**src/rtl/bxs_pkg.sv**
```systemverilog
package bxs_pkg;
    // attribute bit positions inside the 4-bit page attribute field
    localparam int ATTR_WT_BIT = 3;
    localparam int ATTR_CI_BIT = 2;

    typedef enum logic [1:0] {
        ST_IDLE = 2'd0,
        ST_REQ  = 2'd1,
        ST_DATA = 2'd2
    } seq_state_e;
endpackage

```
**src/rtl/bxs_classify.sv**
```systemverilog
module bxs_classify #(
    parameter int ADDR_W     = 32,
    parameter int LINE_BYTES = 32,
    parameter int BEAT_BYTES = 8
) (
    input  logic [ADDR_W-1:0]                     acc_addr,
    input  logic [$clog2(BEAT_BYTES+1)-1:0]       acc_size,
    input  logic                                  acc_write,
    input  logic [3:0]                            acc_wimg,
    input  logic                                  acc_wt,
    input  logic                                  dc_enable,
    input  logic                                  dc_lock,
    output logic                                  burst,
    output logic [ADDR_W-1:0]                     xfer_addr,
    output logic [$clog2(LINE_BYTES+1)-1:0]       xfer_bytes,
    output logic [$clog2(LINE_BYTES/BEAT_BYTES+1)-1:0] xfer_beats
);
    import bxs_pkg::*;

    localparam int SIZE_W      = $clog2(BEAT_BYTES+1);
    localparam int BYTES_W     = $clog2(LINE_BYTES+1);
    localparam int BURST_BEATS = LINE_BYTES / BEAT_BYTES;
    localparam int BEAT_CW     = $clog2(BURST_BEATS+1);
    localparam int OFFS_W      = $clog2(LINE_BYTES);

    localparam logic [BYTES_W-1:0] LINE_CNT  = BYTES_W'(LINE_BYTES);
    localparam logic [BYTES_W-1:0] BEAT_CNT  = BYTES_W'(BEAT_BYTES);
    localparam logic [SIZE_W-1:0]  SIZE_MAX  = SIZE_W'(BEAT_BYTES);
    localparam logic [BEAT_CW-1:0] BURST_CNT = BEAT_CW'(BURST_BEATS);

    logic inhibited;
    logic wt_store;
    logic force_single;
    logic size_ok;

    always_comb begin
        inhibited    = acc_wimg[ATTR_CI_BIT];
        wt_store     = acc_write & (acc_wt | acc_wimg[ATTR_WT_BIT]);
        force_single = inhibited | wt_store | ~dc_enable | dc_lock;
        burst        = ~force_single;

        size_ok = (acc_size != '0) && (acc_size <= SIZE_MAX);

        if (burst) begin
            xfer_addr  = {acc_addr[ADDR_W-1:OFFS_W], {OFFS_W{1'b0}}};
            xfer_bytes = LINE_CNT;
            xfer_beats = BURST_CNT;
        end else begin
            xfer_addr  = acc_addr;
            xfer_bytes = size_ok ? BYTES_W'(acc_size) : BEAT_CNT;
            xfer_beats = BEAT_CW'(1);
        end
    end
endmodule

```
**src/rtl/bxs_strobe.sv**
```systemverilog
module bxs_strobe #(
    parameter int N_BEATS = 4
) (
    input  logic                       active,
    input  logic [$clog2(N_BEATS)-1:0] idx,
    output logic [N_BEATS-1:0]         strb
);
    for (genvar g = 0; g < N_BEATS; g++) begin : g_lane
        assign strb[g] = active && (idx == ($clog2(N_BEATS))'(g));
    end
endmodule

```
**src/rtl/bus_xfer_seq.sv**
```systemverilog
module bus_xfer_seq #(
    parameter int ADDR_W     = 32,
    parameter int LINE_BYTES = 32,
    parameter int BEAT_BYTES = 8
) (
    input  logic                                       clk,
    input  logic                                       rst_n,
    input  logic                                       acc_valid,
    input  logic [ADDR_W-1:0]                          acc_addr,
    input  logic [$clog2(BEAT_BYTES+1)-1:0]            acc_size,
    input  logic                                       acc_write,
    input  logic [3:0]                                 acc_wimg,
    input  logic                                       acc_wt,
    input  logic                                       dc_enable,
    input  logic                                       dc_lock,
    output logic                                       acc_busy,
    output logic                                       bus_req,
    output logic                                       bus_burst,
    output logic [ADDR_W-1:0]                          bus_addr,
    output logic [$clog2(LINE_BYTES+1)-1:0]            bus_bytes,
    output logic [$clog2(LINE_BYTES/BEAT_BYTES+1)-1:0] bus_beats,
    input  logic                                       bus_ack,
    input  logic                                       bus_rdy,
    output logic [LINE_BYTES/BEAT_BYTES-1:0]           beat_strb,
    output logic                                       beat_last
);
    import bxs_pkg::*;

    localparam int BYTES_W     = $clog2(LINE_BYTES+1);
    localparam int BURST_BEATS = LINE_BYTES / BEAT_BYTES;
    localparam int BEAT_CW     = $clog2(BURST_BEATS+1);
    localparam int IDX_W       = $clog2(BURST_BEATS);

    typedef struct packed {
        seq_state_e         state;
        logic               burst;
        logic [ADDR_W-1:0]  addr;
        logic [BYTES_W-1:0] bytes;
        logic [BEAT_CW-1:0] beats;
        logic [IDX_W-1:0]   idx;
    } seq_regs_t;

    seq_regs_t r_q, r_d;

    logic               cls_burst;
    logic [ADDR_W-1:0]  cls_addr;
    logic [BYTES_W-1:0] cls_bytes;
    logic [BEAT_CW-1:0] cls_beats;
    logic               in_data;
    logic               on_last;

    bxs_classify #(
        .ADDR_W    (ADDR_W),
        .LINE_BYTES(LINE_BYTES),
        .BEAT_BYTES(BEAT_BYTES)
    ) u_classify (
        .acc_addr  (acc_addr),
        .acc_size  (acc_size),
        .acc_write (acc_write),
        .acc_wimg  (acc_wimg),
        .acc_wt    (acc_wt),
        .dc_enable (dc_enable),
        .dc_lock   (dc_lock),
        .burst     (cls_burst),
        .xfer_addr (cls_addr),
        .xfer_bytes(cls_bytes),
        .xfer_beats(cls_beats)
    );

    bxs_strobe #(
        .N_BEATS(BURST_BEATS)
    ) u_strobe (
        .active(in_data),
        .idx   (r_q.idx),
        .strb  (beat_strb)
    );

    always_comb begin
        in_data = (r_q.state == ST_DATA);
        on_last = in_data && (BEAT_CW'(r_q.idx) == (r_q.beats - BEAT_CW'(1)));

        r_d = r_q;
        unique case (r_q.state)
            ST_IDLE: begin
                if (acc_valid) begin
                    r_d.state = ST_REQ;
                    r_d.burst = cls_burst;
                    r_d.addr  = cls_addr;
                    r_d.bytes = cls_bytes;
                    r_d.beats = cls_beats;
                    r_d.idx   = '0;
                end
            end
            ST_REQ: begin
                if (bus_ack) begin
                    r_d.state = ST_DATA;
                end
            end
            ST_DATA: begin
                if (bus_rdy) begin
                    if (on_last) begin
                        r_d.state = ST_IDLE;
                        r_d.idx   = '0;
                    end else begin
                        r_d.idx = r_q.idx + IDX_W'(1);
                    end
                end
            end
            default: r_d.state = ST_IDLE;
        endcase
    end

    always_ff @(posedge clk) begin
        if (!rst_n) begin
            r_q <= '{state: ST_IDLE, burst: 1'b0, addr: '0,
                     bytes: '0, beats: '0, idx: '0};
        end else begin
            r_q <= r_d;
        end
    end

    assign acc_busy  = (r_q.state != ST_IDLE);
    assign bus_req   = (r_q.state == ST_REQ);
    assign bus_burst = r_q.burst;
    assign bus_addr  = r_q.addr;
    assign bus_bytes = r_q.bytes;
    assign bus_beats = r_q.beats;
    assign beat_last = on_last;
endmodule

```
**config.mk**
```make
export PLATFORM = sky130hd
export DESIGN_NAME = bus_xfer_seq
export DESIGN_NICKNAME = d
export VERILOG_FILES = /design/src/rtl/bxs_pkg.sv /design/src/rtl/bxs_classify.sv /design/src/rtl/bxs_strobe.sv /design/src/rtl/bus_xfer_seq.sv
export SDC_FILE = /design/constraint.sdc
export NUM_CORES = 1
export LEC_CHECK = 0
export ABC_AREA = 1
export BUFFER_PORTS_ARGS = -buffer_cell sky130_fd_sc_hd__buf_2
export CORE_ASPECT_RATIO = 1.5
export CORE_MARGIN = 10
export CORE_UTILIZATION = 46
export DETAILED_ROUTE_END_ITERATION = 12
export PLACE_DENSITY = 0.85
export SLEW_MARGIN = 15
export SYNTH_ARGS = -nofsm -noshare
export SYNTH_HDL_FRONTEND = slang
export SYNTH_SLANG_ARGS = --single-unit
```
**constraint.sdc**
```tcl
create_clock -name clk -period 1.6 [get_ports clk]
set_input_delay 0.32 -clock clk [delete_from_list [all_inputs] [get_ports clk]]
set_output_delay 0.32 -clock clk [all_outputs]
set_load 0.02 [all_outputs]
```
== Word-level counts from Yosys, hierarchy flattened ==
Cells that the tools add are included.
W data, S select, Z words.

* Register bits after elaboration: 46
* Logic and storage cells: 52

* Add/sub/neg operators: 2
* Order comparisons: 1
* Equality and inequality tests: 10
* Multiplexer cells: 12
* Bitwise operators: 7
* Reductions and logical operators: 14

{| class="wikitable"
|+ Operator list
! operator !! count
|-
| $mux W46 || 1
|-
| $mux W2 || 5
|-
| $eq A2 B2 Y1 const B || 3
|-
| $logic_and A1 B1 Y1 || 6
|-
| $mux W6 || 1
|-
| $ne A2 B2 Y1 const B || 3
|-
| $pmux W2 S3 || 1
|-
| $mux W5 || 1
|-
| $eq A2 B1 Y1 const B || 2
|-
| $le A4 B4 Y1 const B || 1
|-
| $logic_not A2 Y1 || 2
|-
| $mux W4 || 1
|-
| $or A1 B1 Y1 || 4
|-
| $pmux W2 S2 || 1
|-
| $reduce_and A4 Y1 || 1
|-
| $reduce_bool A2 Y1 || 2
|-
| $reduce_bool A4 Y1 || 1
|-
| $eq A2 B3 Y1 || 1
|-
| $mux W3 || 1
|-
| $reduce_and A3 Y1 || 1
|-
| $sub A3 B1 Y3 const B || 1
|-
| $add A2 B1 Y2 const B || 1
|-
| $ne A2 B1 Y1 const B || 1
|-
| $not A1 Y1 || 2
|-
| 2 further kinds || 2
|}

== Longest topological paths before layout ==
Gate-level depths: netlist of run 1.

* Depth in word-level cells: 8
* Mapped depth: 8
* Gate-level depth less buffers: 8

== Modules after synthesis ==
Synthesis of run 1 repeated with hierarchy kept, for this count alone.

* Cells, all modules: 342
* Area total of the unflattened synthesis: 2452.4 µm²

{| class="wikitable"
|+ Modules (own cells, without submodules)
! module !! times used !! cells each !! area each (µm²) !! sequential area each (µm²)
|-
| bus_xfer_seq || 1 || 270 || 2048.2 || 920.9
|-
| bxs_classify || 1 || 64 || 374.1 || 0.0
|-
| bxs_strobe || 1 || 8 || 30.0 || 0.0
|}

== Least setup slack after synthesis of run 1 ==
OpenSTA, ideal clock, no wires.

* Path type: reg2out
* Start: register r_q[45] (netlist bit)
* End: output beat_last
* Arrival: 1.025 ns
* Data required time: 1.280 ns
* Path slack: 0.255 ns
* Stages on the path, launching flop included: 5
* Path buffers: 0
* Cell sequence: dfxtp_1 inv_1 nor2_1 inv_1 nor2_1

* Longest elaborated chain between the ends: 2

{| class="wikitable"
|+ RTL lines
! what !! line !! source
|-
| start: declaration || bus_xfer_seq.sv:43 || <nowiki>seq_regs_t r_q, r_d;</nowiki>
|-
| start signal: assignment || bus_xfer_seq.sv:115 || <nowiki>r_q <= '{state: ST_IDLE, burst: 1'b0, addr: '0,</nowiki>
|-
| start signal: assignment || bus_xfer_seq.sv:118 || <nowiki>r_q <= r_d;</nowiki>
|-
| $eq A2 B2 Y1 || bus_xfer_seq.sv:79 || <nowiki>in_data = (r_q.state == ST_DATA);</nowiki>
|-
| $logic_and A1 B1 Y1 || bus_xfer_seq.sv:80 || <nowiki>on_last = in_data && (BEAT_CW'(r_q.idx) == (r_q.beats - BEAT_CW'(1)));</nowiki>
|-
| end: declaration || bus_xfer_seq.sv:25 || <nowiki>output logic beat_last</nowiki>
|}

Every way passes these cells.

== Worst setup path after layout of run 1 ==
* Start: register r_q[45] (netlist bit)
* End: output beat_strb[1]

* Longest elaborated chain between the ends: 2

{| class="wikitable"
|+ RTL lines
! what !! line !! source
|-
| $eq A2 B2 Y1 || bus_xfer_seq.sv:79 ||
|-
| $logic_and A1 B1 Y1 || bxs_strobe.sv:9 || <nowiki>assign strb[g] = active && (idx == ($clog2(N_BEATS))'(g));</nowiki>
|-
| end: declaration || bus_xfer_seq.sv:24 || <nowiki>output logic [LINE_BYTES/BEAT_BYTES-1:0] beat_strb,</nowiki>
|}

Every way passes these cells.

==> flow_summary.json, run 1 <==
{
  "status": "finished, final reports clean",
  "p_leak_nw": 1.25,
  "drv_cap": 0,
  "die_area_um2": 7610,
  "place_area_um2": 2220,
  "area_growth_pct": 14.0,
  "finalCriticalPeriod_ns": 1.50,
  "cts_buffers": 5,
  "place.gp.congestion": 0.800,
  "setup_violations": 0,
  "regArea_um2": 848,
  "antenna_found_initial": 0,
  "grt_max_degree": 40,
  "reg2reg_from": "r_q[44]",
  "max-vdd-ir-drop_v": 0.000536,
  "hold_class": "in -> reg",
  "drt_iter0_drc": 48,
  "post-route-period-util_pct": 93.6,
  "drc": 0,
  "viasPerCell": 4.75,
  "drive_gt1_share_pct": 36.4,
  "worstPathMaxFanout": 5,
  "die_w_um": 74.6,
  "stdcell_count": 378,
  "top_usage_layer": "met2",
  "cp_data_required_time_ns": 1.28,
  "grt_pass1_vias": 1726,
  "fin_setup_tns_ns": 0,
  "grt_usage_pct": 12.7,
  "holdPathEnd": "bus_addr[5]",
  "wirelength_um": 4890,
  "clockBufferDepth": 2,
  "die_h_um": 102,
  "critPathKind": "reg -> out",
  "avgSynthCellArea_um2": 7.38,
  "arrival_ns": 1.18,
  "synth-seq-area-share_pct": 40.8,
  "multi_input_area_um2": 746,
  "endpoint_kind": "output port",
  "crit_path_start_kind": "register",
  "dp.cells": 370,
  "wl_per_cell_um": 12.9,
  "numPortBuffers": 93,
  "nFillCells": 431,
  "hp-start": "acc_addr[5]",
  "grt_overflow": 0,
  "fin_nets": 384,
  "ys_ff_latch": 42,
  "rr_worst_depth": 7,
  "power_mw": 2.61,
  "cts_root_buf": "clkbuf_8",
  "rsz0062_at_grt": "true",
  "grtUsageMet3_pct": 4.66,
  "finish.instance_area_um2": 2350,
  "r2r_setup_slack_ns": 0.30,
  "synth_warnings": 0,
  "start_util_pct": 48.1,
  "drt_pass1_iterations": 4,
  "finalClockSkew_ns": 0.00508,
  "grt_pass1_wl_um": 7670,
  "cts_num_sinks": 42,
  "place_hpwl_um": 3810,
  "final_antenna_net_count": 0,
  "htree_levels": 2,
  "min_path_cells": 3,
  "syn_area_um2": 2060,
  "final_util_pct": 54.9,
  "slew_violations": 0,
  "boundaryPins": 98,
  "postCtsHoldBufs": 0,
  "met1_usage_pct": 11.8,
  "yosysUniqueCellTypes": 21,
  "fmax_mhz": 668,
  "core.rowCount": 29,
  "insertion_delay_ns": 0.29,
  "synthCells": 279,
  "rr_endpoint": "bus_beats[2]",
  "powerDensity_nw_per_um2": 1110,
  "core_um2": 4280,
  "use_met2_pct": 23.4,
  "insertedDiodeCount": 0,
  "tritoncts": "done",
  "via_count": 1795,
  "path_clk_slew_ns": 0.08,
  "hold_viol_final": 0
}
-- routing by layer --
metal / part of all wire (%) / up-vias
met4: 1.1 / 0
met3: 9.2 / 4
met2: 53 / 62
met5: 0 / -
met1: 36 / 805
li1: - / 924
-- worst max path at each step --
stage | from | to | cells past startpoint
after detailed placement | acc_valid | bus_bytes[1] | 6
after floorplan | r_q[45] | beat_last | 4
final | r_q[45] | beat_strb[1] | 5
after global placement | acc_valid | bus_bytes[3] | 6
after global routing | r_q[0] | beat_last | 6
after CTS | r_q[0] | beat_strb[0] | 5
-- what timing repair did --
action	in CTS	in global routing
setup buffers	0	0
setup endpoints to repair	0	5
gates resized for setup	0	14
-- critical path, stage by stage (launching register included) --
cell,delay [ns]
dfxtp_2,0.35
inv_1,0.07
nor2_2,0.11
inv_1,0.10
nor2_1,0.09
buf_2,0.17
-- logic make-up after synthesis --
group / Yosys count / synth area share, %
AND/OR/NAND/NOR: 114 / 22.5
other: 1 / 0.182
adder cells (fa/ha/maj): 4 / 2.43
flip-flops: 42 / 40.8
buffers and inverters: 76 / 23.6
AO/OA/AOI/OAI: 42 / 10.4
-- cell usage in the layout, fill, tap and decap left out, drive strengths merged --
cell type / n
a21oi: 13
buf: 97
clkbuf: 8
conb: 2
dfxtp: 42
ha: 4
inv: 23
nand2: 26
nand3: 14
nand4: 1
nor2: 72
nor3b: 1
o21ai: 29
-- report_power, final --
part           switching, mW  internal, mW  total (mW)  leakage (nW)
Sequential            0.0527          1.15        1.21         0.349
Clock                  0.333         0.435       0.768        0.0575
Combinational          0.421         0.217       0.638         0.841
Total                  0.806          1.81        2.61          1.25
-- cells in the mapped netlist (all sizes together) --
cell type | count | area (um^2)
ha | 4 | 50.1
clkbuf | 4 | 15.0
inv | 23 | 86.3
nor2 | 72 | 280
nand3 | 14 | 70.1
dfxtp | 42 | 841
nand4 | 1 | 6.26
o21ai | 29 | 145
conb | 1 | 3.75
nor3b | 1 | 7.51
nand2 | 26 | 100
a21oi | 13 | 68.8
buf | 49 | 385
-- stage by stage --
step	hold slack, ns	setup WS, ns
2_1_floorplan	0.444	0.255
3_3_place_gp	0.448	0.198
3_5_place_dp	0.456	0.154
4_1_cts	0.242	0.00542
5_1_grt	0.249	-0.00733
6_report	0.253	0.103
-- cell type report --
cell class	count	share of cell area, %
clock buffers	8	4.69
inverters	23	3.78
multi-input cells	162	31.8
flip-flops and latches	42	36.1
well taps	46	2.45
repair buffers	97	21.2
-- registers in the layout, indices dropped and copies added (netlist names) --
signal	cells
bus_addr	32
bus_beats	2
bus_bytes	4
r_q	4
Power figures use the tool's default switching activity.
==> run 2: changes to the inputs <==
- CORE_UTILIZATION: 46 -> 32
- PLACE_DENSITY: 0.85 -> 0.65
==> flow_summary.json, run 2 (same netlist as run 1, synthesis figures left out) <==
{
  "tritoncts": "done",
  "antenna_found_initial": 0,
  "grt_pass1_vias": 1686,
  "insertion_delay_ns": 0.28,
  "die_w_um": 85.5,
  "r2r_setup_slack_ns": 0.22,
  "powerDensity_nw_per_um2": 1080,
  "wirelength_um": 5050,
  "core_um2": 6220,
  "crit_path_start_kind": "register",
  "cts_num_sinks": 42,
  "critPathCapture": "beat_strb[2]",
  "hold_viol_final": 0,
  "post_cts_buffers": 0,
  "reg2reg_from": "r_q[44]",
  "crit_family": "flip-flops",
  "max-vdd-ir-drop_v": 0.000471,
  "arrival_ns": 1.16,
  "rr_endpoint": "bus_beats[2]",
  "cp_slowest_cell": "dfxtp_2",
  "worstPathMaxFanout": 5,
  "post-route-period-util_pct": 92.4,
  "critPathBufInv": 3,
  "die_area_um2": 10100,
  "fin_setup_tns_ns": 0,
  "dp.cells": 397,
  "via_count": 1798,
  "p_leak_nw": 1.23,
  "cp_cell_sequence": "inv_2 -> ha_1 -> inv_1 -> nor2_1 -> buf_2",
  "wl_per_cell_um": 12.5,
  "setup_violations": 0,
  "final_common_cell": "buf_2",
  "die_h_um": 118,
  "fmax_mhz": 677,
  "place.gp.congestion": 0.758,
  "numPortBuffers": 93,
  "final_antenna_net_count": 0,
  "core.rowCount": 35,
  "area_growth_pct": 14.0,
  "rsz0062_at_grt": "false",
  "cp_data_required_time_ns": 1.28,
  "postCtsHoldBufs": 0,
  "drt_pass1_iterations": 4,
  "cts_resized": 1,
  "crit_cells": 5,
  "cts_root_buf": "clkbuf_8",
  "fin_nets": 383,
  "place_hpwl_um": 3870,
  "clockBufferDepth": 2,
  "grt_max_degree": 40,
  "hold_class": "in -> reg",
  "endpoint_kind": "output port",
  "finalCriticalPeriod_ns": 1.48,
  "critPathKind": "reg -> out",
  "viasPerCell": 4.44,
  "drive_gt1_share_pct": 35.0,
  "status": "finished, final reports clean",
  "finalClockSkew_ns": 0.00596,
  "boundaryPins": 98,
  "cts_buffers": 5,
  "grt_overflow": 0,
  "grt_usage_pct": 9.69,
  "slew_violations": 0,
  "grt_pass1_wl_um": 8210,
  "insertedDiodeCount": 0,
  "drt_iter0_drc": 54,
  "start_util_pct": 33.1,
  "final_cell_mix": "92 x buf_2, 69 x nor2_1, 38 x dfxtp_1",
  "critical_path.startpoint": "r_q[0]",
  "rr_worst_depth": 7,
  "largest_reg_flops": 32,
  "path_clk_slew_ns": 0.08,
  "stdcell_count": 405,
  "drc": 0,
  "drv_cap": 0,
  "max_stage_delay_ns": 0.38,
  "htree_levels": 2
}
-- run 2: cell count changes in the layout (fill, tap and decap cells not counted), sizes merged --
| cell | previous run | this run |
|---|---|---|
| buf | 97 | 96 |
| clkbuf | 8 | 7 |
| clkinv | 0 | 1 |
-- run 2: how the worst min path moves through the flow --
stage                 startpoint            to  slack (ns)  cells after the start
global placement     bus_addr[4]   bus_addr[4]        0.45                      2
floorplan            bus_addr[0]   bus_addr[0]        0.44                      2
CTS                  acc_addr[7]   bus_addr[7]        0.25                      3
finish               acc_addr[5]   bus_addr[5]        0.25                      3
detailed placement  bus_bytes[3]  bus_bytes[3]        0.46                      2
global route        acc_addr[26]  bus_addr[26]        0.25                      3
-- run 2: area by class of cell --
| cell class | count | area, um^2 |
|---|---|---|
| Sequential cell | 42 | 846 |
| Tap cell | 74 | 92.6 |
| Inverter | 23 | 88.8 |
| Clock buffer | 7 | 86.3 |
| Multi-Input combinational cell | 162 | 738 |
| Clock inverter | 1 | 5.00 |
| Timing Repair Buffer | 96 | 490 |
| Fill cell | 669 | 3870 |
-- run 2: worst register-to-register path: cells and delay by family, from the launching register on --
kind	cells	cell delay [ns]
buffers and inverters	2	0.41
AO/OA/AOI/OAI	1	0.03
AND/OR/NAND/NOR	4	0.47
flip-flops	1	0.35
-- run 2: routing by layer --
metal | wire length (um) | global-route usage, % | part of all wire [%] | up-vias
met3 | 378 | 3.57 | 7.5 | 4
met5 | 0 | 0 | 0 | -
met1 | 1960 | 9.80 | 39 | 815
li1 | - | - | - | 922
met2 | 2630 | 17.2 | 52 | 57
met4 | 70 | 4.03 | 1.4 | 0
-- run 2: per-stage QoR --
step           worst slack [ns]  area [um^2]  hold slack [ns]  power (mW)  util (%)
2_1_floorplan             0.255         2060            0.444        1.80         -
3_3_place_gp              0.178         2240            0.449        1.86      36.1
3_5_place_dp              0.138         2240            0.456        1.87      36.1
4_1_cts                  0.0140         2340            0.245        2.58      37.6
5_1_grt                  0.0173         2350            0.249        2.70      37.7
6_report                  0.122         2350            0.253        2.53      37.7
-- run 2: power by group --
group,leakage [nW],switching (mW),internal [mW]
logic,0.836,0.418,0.212
clock network,0.0482,0.346,0.348
registers,0.348,0.0525,1.15
total,1.23,0.817,1.71
